[config.mk]
export PLATFORM = sky130hd
export DESIGN_NAME = rx_wake_detect
export DESIGN_NICKNAME = d
export VERILOG_FILES = /design/src/rtl/rxw_pkg.sv /design/src/rtl/rxw_idle_cnt.sv /design/src/rtl/rxw_wake_ctrl.sv /design/src/rtl/rx_wake_detect.sv
export SDC_FILE = /design/constraint.sdc
export NUM_CORES = 1
export LEC_CHECK = 0
export ABC_AREA = 0
export CAP_MARGIN = 20
export CORE_MARGIN = 4
export CORE_UTILIZATION = 46
export DETAILED_ROUTE_END_ITERATION = 8
export MAX_ROUTING_LAYER = met4
export PLACE_DENSITY = 0.82
export SLEW_MARGIN = 20
export SYNTH_ARGS = -nofsm -noshare
export SYNTH_HDL_FRONTEND = slang
export SYNTH_SLANG_ARGS = --single-unit
[constraint.sdc]
create_clock -name clk -period 2.2 [get_ports clk]
set_input_delay 0.22 -clock clk [delete_from_list [all_inputs] [get_ports clk]]
set_output_delay 0.22 -clock clk [all_outputs]
set_load 0.01 [all_outputs]
[src/rtl/rxw_pkg.sv]
package rxw_pkg;

    typedef enum logic {
        WAKE_ON_IDLE = 1'b0,
        WAKE_ON_MARK = 1'b1
    } wake_mode_e;

    typedef struct packed {
        wake_mode_e mode;
        logic       count_from_stop;
        logic       nine_bit;
    } rxw_cfg_t;

    localparam rxw_cfg_t CFG_RESET = '{mode: WAKE_ON_IDLE, count_from_stop: 1'b0, nine_bit: 1'b0};

    // Bits in one frame: start + data + stop (+1 for the ninth data bit).
    function automatic int unsigned frame_bits(int unsigned data_bits, logic nine);
        return data_bits + 2 + (nine ? 1 : 0);
    endfunction

endpackage

[src/rtl/rxw_idle_cnt.sv]
module rxw_idle_cnt #(
    parameter int unsigned DATA_BITS = 8,
    localparam int unsigned CW = $clog2(DATA_BITS + 4)
) (
    input  logic clk,
    input  logic rst,
    input  logic stb,
    input  logic val,
    input  logic is_start,
    input  logic is_stop,
    input  logic from_stop,
    input  logic nine_bit,
    output logic hit,
    output logic idle_q
);
    import rxw_pkg::*;

    logic [CW-1:0] run_cnt;
    logic          armed;
    logic [CW-1:0] run_len;
    logic          frame_edge;
    logic          counting;

    assign run_len    = CW'(frame_bits(DATA_BITS, nine_bit));
    assign frame_edge = from_stop && (is_start || is_stop);
    assign counting   = armed || !from_stop;
    assign hit        = stb && val && !frame_edge && counting && (run_cnt == run_len - CW'(1));

    always_ff @(posedge clk) begin
        if (rst) begin
            run_cnt <= '0;
            armed   <= 1'b1;
            idle_q  <= 1'b0;
        end else begin
            idle_q <= hit;
            if (stb) begin
                if (from_stop && is_start) begin
                    armed   <= 1'b0;
                    run_cnt <= '0;
                end else if (from_stop && is_stop) begin
                    armed   <= 1'b1;
                    run_cnt <= '0;
                end else if (!val) begin
                    run_cnt <= '0;
                end else if (counting && run_cnt < run_len) begin
                    run_cnt <= run_cnt + CW'(1);
                end
            end
        end
    end
endmodule

[src/rtl/rxw_wake_ctrl.sv]
module rxw_wake_ctrl #(
    parameter int unsigned DATA_BITS = 8
) (
    input  logic                 clk,
    input  logic                 rst,
    input  rxw_pkg::rxw_cfg_t    cfg,
    input  logic                 idle_hit,
    input  logic                 chr_end,
    input  logic [DATA_BITS:0]   chr,
    input  logic                 sleep_req,
    output logic                 asleep,
    output logic                 wake_pulse,
    output logic                 chr_vld,
    output logic [DATA_BITS:0]   chr_q
);
    import rxw_pkg::*;

    logic mark;
    logic cond;
    logic wake_now;
    logic pass;

    assign mark     = cfg.nine_bit ? chr[DATA_BITS] : chr[DATA_BITS-1];
    assign cond     = (cfg.mode == WAKE_ON_MARK) ? (chr_end && mark) : idle_hit;
    assign wake_now = asleep && cond && !sleep_req;
    assign pass     = chr_end && (!asleep || wake_now);

    always_ff @(posedge clk) begin
        if (rst) begin
            asleep     <= 1'b0;
            wake_pulse <= 1'b0;
            chr_vld    <= 1'b0;
            chr_q      <= '0;
        end else begin
            wake_pulse <= wake_now;
            chr_vld    <= pass;
            if (pass) chr_q <= chr;
            if (sleep_req)     asleep <= 1'b1;
            else if (wake_now) asleep <= 1'b0;
        end
    end
endmodule

[src/rtl/rx_wake_detect.sv]
module rx_wake_detect #(
    parameter int unsigned DATA_BITS = 8
) (
    input  logic                 clk,
    input  logic                 rst,
    input  logic                 ctl_we,
    input  logic                 ctl_addr_wake,
    input  logic                 ctl_idle_after_stop,
    input  logic                 ctl_nine_bit,
    input  logic                 bit_stb,
    input  logic                 bit_val,
    input  logic                 start_det,
    input  logic                 char_done,
    input  logic [DATA_BITS:0]   rx_char,
    input  logic                 sleep_req,
    output logic                 asleep,
    output logic                 wake_pulse,
    output logic                 idle_det,
    output logic                 char_vld,
    output logic [DATA_BITS:0]   char_q
);
    import rxw_pkg::*;

    rxw_cfg_t cfg_q;
    logic     is_start;
    logic     is_stop;
    logic     idle_hit;

    always_ff @(posedge clk) begin
        if (rst) begin
            cfg_q <= CFG_RESET;
        end else if (ctl_we) begin
            cfg_q.mode            <= wake_mode_e'(ctl_addr_wake);
            cfg_q.count_from_stop <= ctl_idle_after_stop;
            cfg_q.nine_bit        <= ctl_nine_bit;
        end
    end

    assign is_start = bit_stb && start_det;
    assign is_stop  = bit_stb && char_done;

    rxw_idle_cnt #(.DATA_BITS(DATA_BITS)) u_idle (
        .clk      (clk),
        .rst      (rst),
        .stb      (bit_stb),
        .val      (bit_val),
        .is_start (is_start),
        .is_stop  (is_stop),
        .from_stop(cfg_q.count_from_stop),
        .nine_bit (cfg_q.nine_bit),
        .hit      (idle_hit),
        .idle_q   (idle_det)
    );

    rxw_wake_ctrl #(.DATA_BITS(DATA_BITS)) u_wake (
        .clk       (clk),
        .rst       (rst),
        .cfg       (cfg_q),
        .idle_hit  (idle_hit),
        .chr_end   (is_stop),
        .chr       (rx_char),
        .sleep_req (sleep_req),
        .asleep    (asleep),
        .wake_pulse(wake_pulse),
        .chr_vld   (char_vld),
        .chr_q     (char_q)
    );
endmodule

==> results.md <==
* Post-layout minimum cycle time at 1650 ps
* Post-CTS Setup Inserts at 0
* Final count of hold timing violations at 0
* Library cells used by synthesis at 31
* First-pass iteration count of the detailed router at 4
* Total clock buffers created by CTS at 3
* DP Wirelength at 1570 um
* Final RePlAce weighted congestion at 0.816
* Synth Area in Compound Gates at 14.6%
* Nets at 153
* Final WL at 2030 um
* Power density cells at 571 nW/um2
* Synthesized netlist net count at 118
* Setup repair after global routing missed its margin: no
* CP endpoint kind: flip-flop
* Kind of critical path: reg -> reg
* Fraction of the mapped netlist area in adder cells at 2.75%
* Highest clock frequency the design can meet at 0.604 GHz
* Post-route non-filler standard cell count at 155
* Number of placement rows at 15
* Synthesis Warnings at 0
* Longest Clk Path Bufs at 2
* Antenna diodes at 0
* Critical path required time at 2410 ps
* Mean area per synthesized cell at 9.49 um2
* Maximum fanout along the worst path at 10
* I/O pin count at 33
* Vias at 797
* Die Span Y at 52.5 um
* Initial standard-cell utilization of the core at 50.6%
* Commonest cells post-synth: dfxtp_1, nor2_1, mux2i_1
* Vias in the first global route at 757
* Most frequent cell after synthesis: dfxtp_1
* Count of mapped cells out of synthesis at 96
* Post-synthesis cell type with the largest combined area: dfxtp_1
* Grt total ovfl at 0
* Clock latency at the later pin of the worst-skew pair at 300 ps
* Initial antenna violation count at 0
* Post-CTS clock slew at the launch and capture registers of the worst setup and hold paths at 120 ps
* Total routing resource utilization after global routing at 16.3%
* Post-CTS Hold Buffers at 0
* Post-Synth XOR/XNOR Area at 1.92%
* Total of fill cells in the finished design at 143
* CTS sink count at 21
* DRC marker count from the first detailed-route iteration at 18
* Signed area change from the synthesized netlist to the final layout at 40.5%
* Headroom to the max-slew limit at 79.1%
* Global-route wire length before repair at 3240 um
* Clock root cell: clkbuf_4
* Area enclosed by the die boundary at 2760 um2
* Static leakage at 0.561 nW
* TritonCTS clock tree: built
* Fraction of final layout cells sized beyond drive strength 1 at 7.69%
* Count of placed standard cells including taps at 151
* Transition time of the tightest slew-check pin at 311 ps
* Endpoints failing setup at 0
* Async SR Flop Fraction at 0%
* Simple-gate portion of the synthesized area at 15.7%
* Share of the synthesized area in the top cell type at 46.2%
* VDD IR-drop max at 0.000502 V
* Final ANT Viol Nets at 0
* Placeable core region at 1800 um2
* Count of flip-flops with a built-in enable after synthesis at 0
* Status: finished, final reports clean
* Routed wirelength normalized by instance count at 13.1 um
* Number of slew-limit violations in the final report at 0
* Clock tree skew after final layout at 6.85 ps
* Number of vias per cell after detailed routing at 5.14
* Top FF cell, synth: dfxtp_1
* Arrival time at the worst endpoint at 1860 ps
* Post-Route Setup TNS at 0 ps
* Main area contributors after synthesis: dfxtp_1, mux2i_1, nor2_1, ha_1, a31oi_1
* DRC violation count after routing at 0
* Dominant combinational cell family by area after synthesis: simple AND/OR/NAND/NOR gates
* Post_cts resized at 0
* Width of the die at 52.5 um
* IO buf count at 32
* Cell area after synthesis at 911 um2
* Post-synthesis mux area share at 14.3%
* H-tree Lvls at 1
* Number of storage elements in the synthesis netlist at 21
* Sequential-to-total area share from yosys stat at 46.2%
* Total of max-cap violations at 0
* Worst Setup Start Kind: flip-flop
* Maximum number of pins on one net before global-route repair at 19
* Type of the worst min-delay path: reg -> reg
* Final cycle utilization of the critical path at 75.2%
## worst max-delay path, cell delays in order (launching register included)
cell     delay, ps
dfxtp_1        390
inv_1           80
ha_1           290
nor3_1         260
a31oi_1        120
buf_4          200
mux2i_1        160
nor2_1          60
## cell usage in the layout (no fill, tap or decap), drive strengths merged, types with 2 or more instances in the layout
cell type	Yosys	routed
a21oi	2	2
a31oi	4	4
buf	2	2
clkbuf	2	4
clkdlybuf4s50	0	32
dfxtp	21	21
ha	2	2
inv	5	5
mux2i	13	13
nand2	4	4
nand3	3	3
nor2	19	19
nor3	2	2
o21ai	3	3
## flip-flops by register name, summed over array words and instances, names as in the netlist
name / cells
u_idle.run_cnt: 4
cfg_q: 3
u_wake.asleep: 1
u_wake.chr_q: 9
u_wake.wake_pulse: 1
u_idle.armed: 1
u_idle.idle_q: 1
u_wake.chr_vld: 1
## power breakdown
group	internal, W	switching (W)
combinational	0.0000759	0.0000527
clock	0.0000706	0.000118
sequential	0.000397	0.0000154
## path summary, 6_finish.rpt
path                                       end  slack [ps]  cells after the start                            from
setup / recovery  u_wake.chr_q[4]$_SDFFE_PP0P_         550                      7  u_idle.run_cnt[0]$_SDFFE_PP0P_
hold / removal    u_wake.chr_q[5]$_SDFFE_PP0P_         510                      2    u_wake.chr_q[5]$_SDFFE_PP0P_
setup reg to reg  u_wake.chr_q[4]$_SDFFE_PP0P_         550                      7  u_idle.run_cnt[0]$_SDFFE_PP0P_
hold reg to reg   u_wake.chr_q[5]$_SDFFE_PP0P_         510                      2    u_wake.chr_q[5]$_SDFFE_PP0P_
## area by class of cell
type / instances / area (um2) / area share (%)
flip-flops and latches: 21 / 420 / 32.8
repair buffers: 34 / 335 / 26.2
multi-input cells: 66 / 448 / 35.0
clock buffers: 4 / 26.3 / 2.05
inverters: 5 / 18.8 / 1.47
well taps: 25 / 31.3 / 2.44
## logic make-up (layout without fill, tap and decap cells)
group | count (synthesis) | in the layout
flops | 21 | 21
buf+inv | 9 | 43
xor+xnor | 2 | 2
fa+ha+maj | 2 | 2
compound gates | 17 | 17
simple gates | 32 | 32
mux | 13 | 13
## per-layer routing
layer	track usage (%)	routed length (um)
met1	17.9	865
met2	26.4	1070
met3	3.70	75
met4	10.2	23
met5	-	0
## per-stage QoR
step | instance area, um2 | hold WS (ps) | util (%) | power (W) | setup slack (ps)
finish | 1280 | 509 | 71.0 | 0.000730 | 545
floorplan | 911 | 349 | - | 0.000481 | 728
global placement | 1250 | 474 | 69.6 | 0.000546 | 370
global route | 1280 | 515 | 71.0 | 0.000765 | 399
CTS | 1280 | 515 | 71.0 | 0.000736 | 528
detailed placement | 1250 | 487 | 69.6 | 0.000551 | 296
Note: power is estimated with default switching activity, not from simulation.
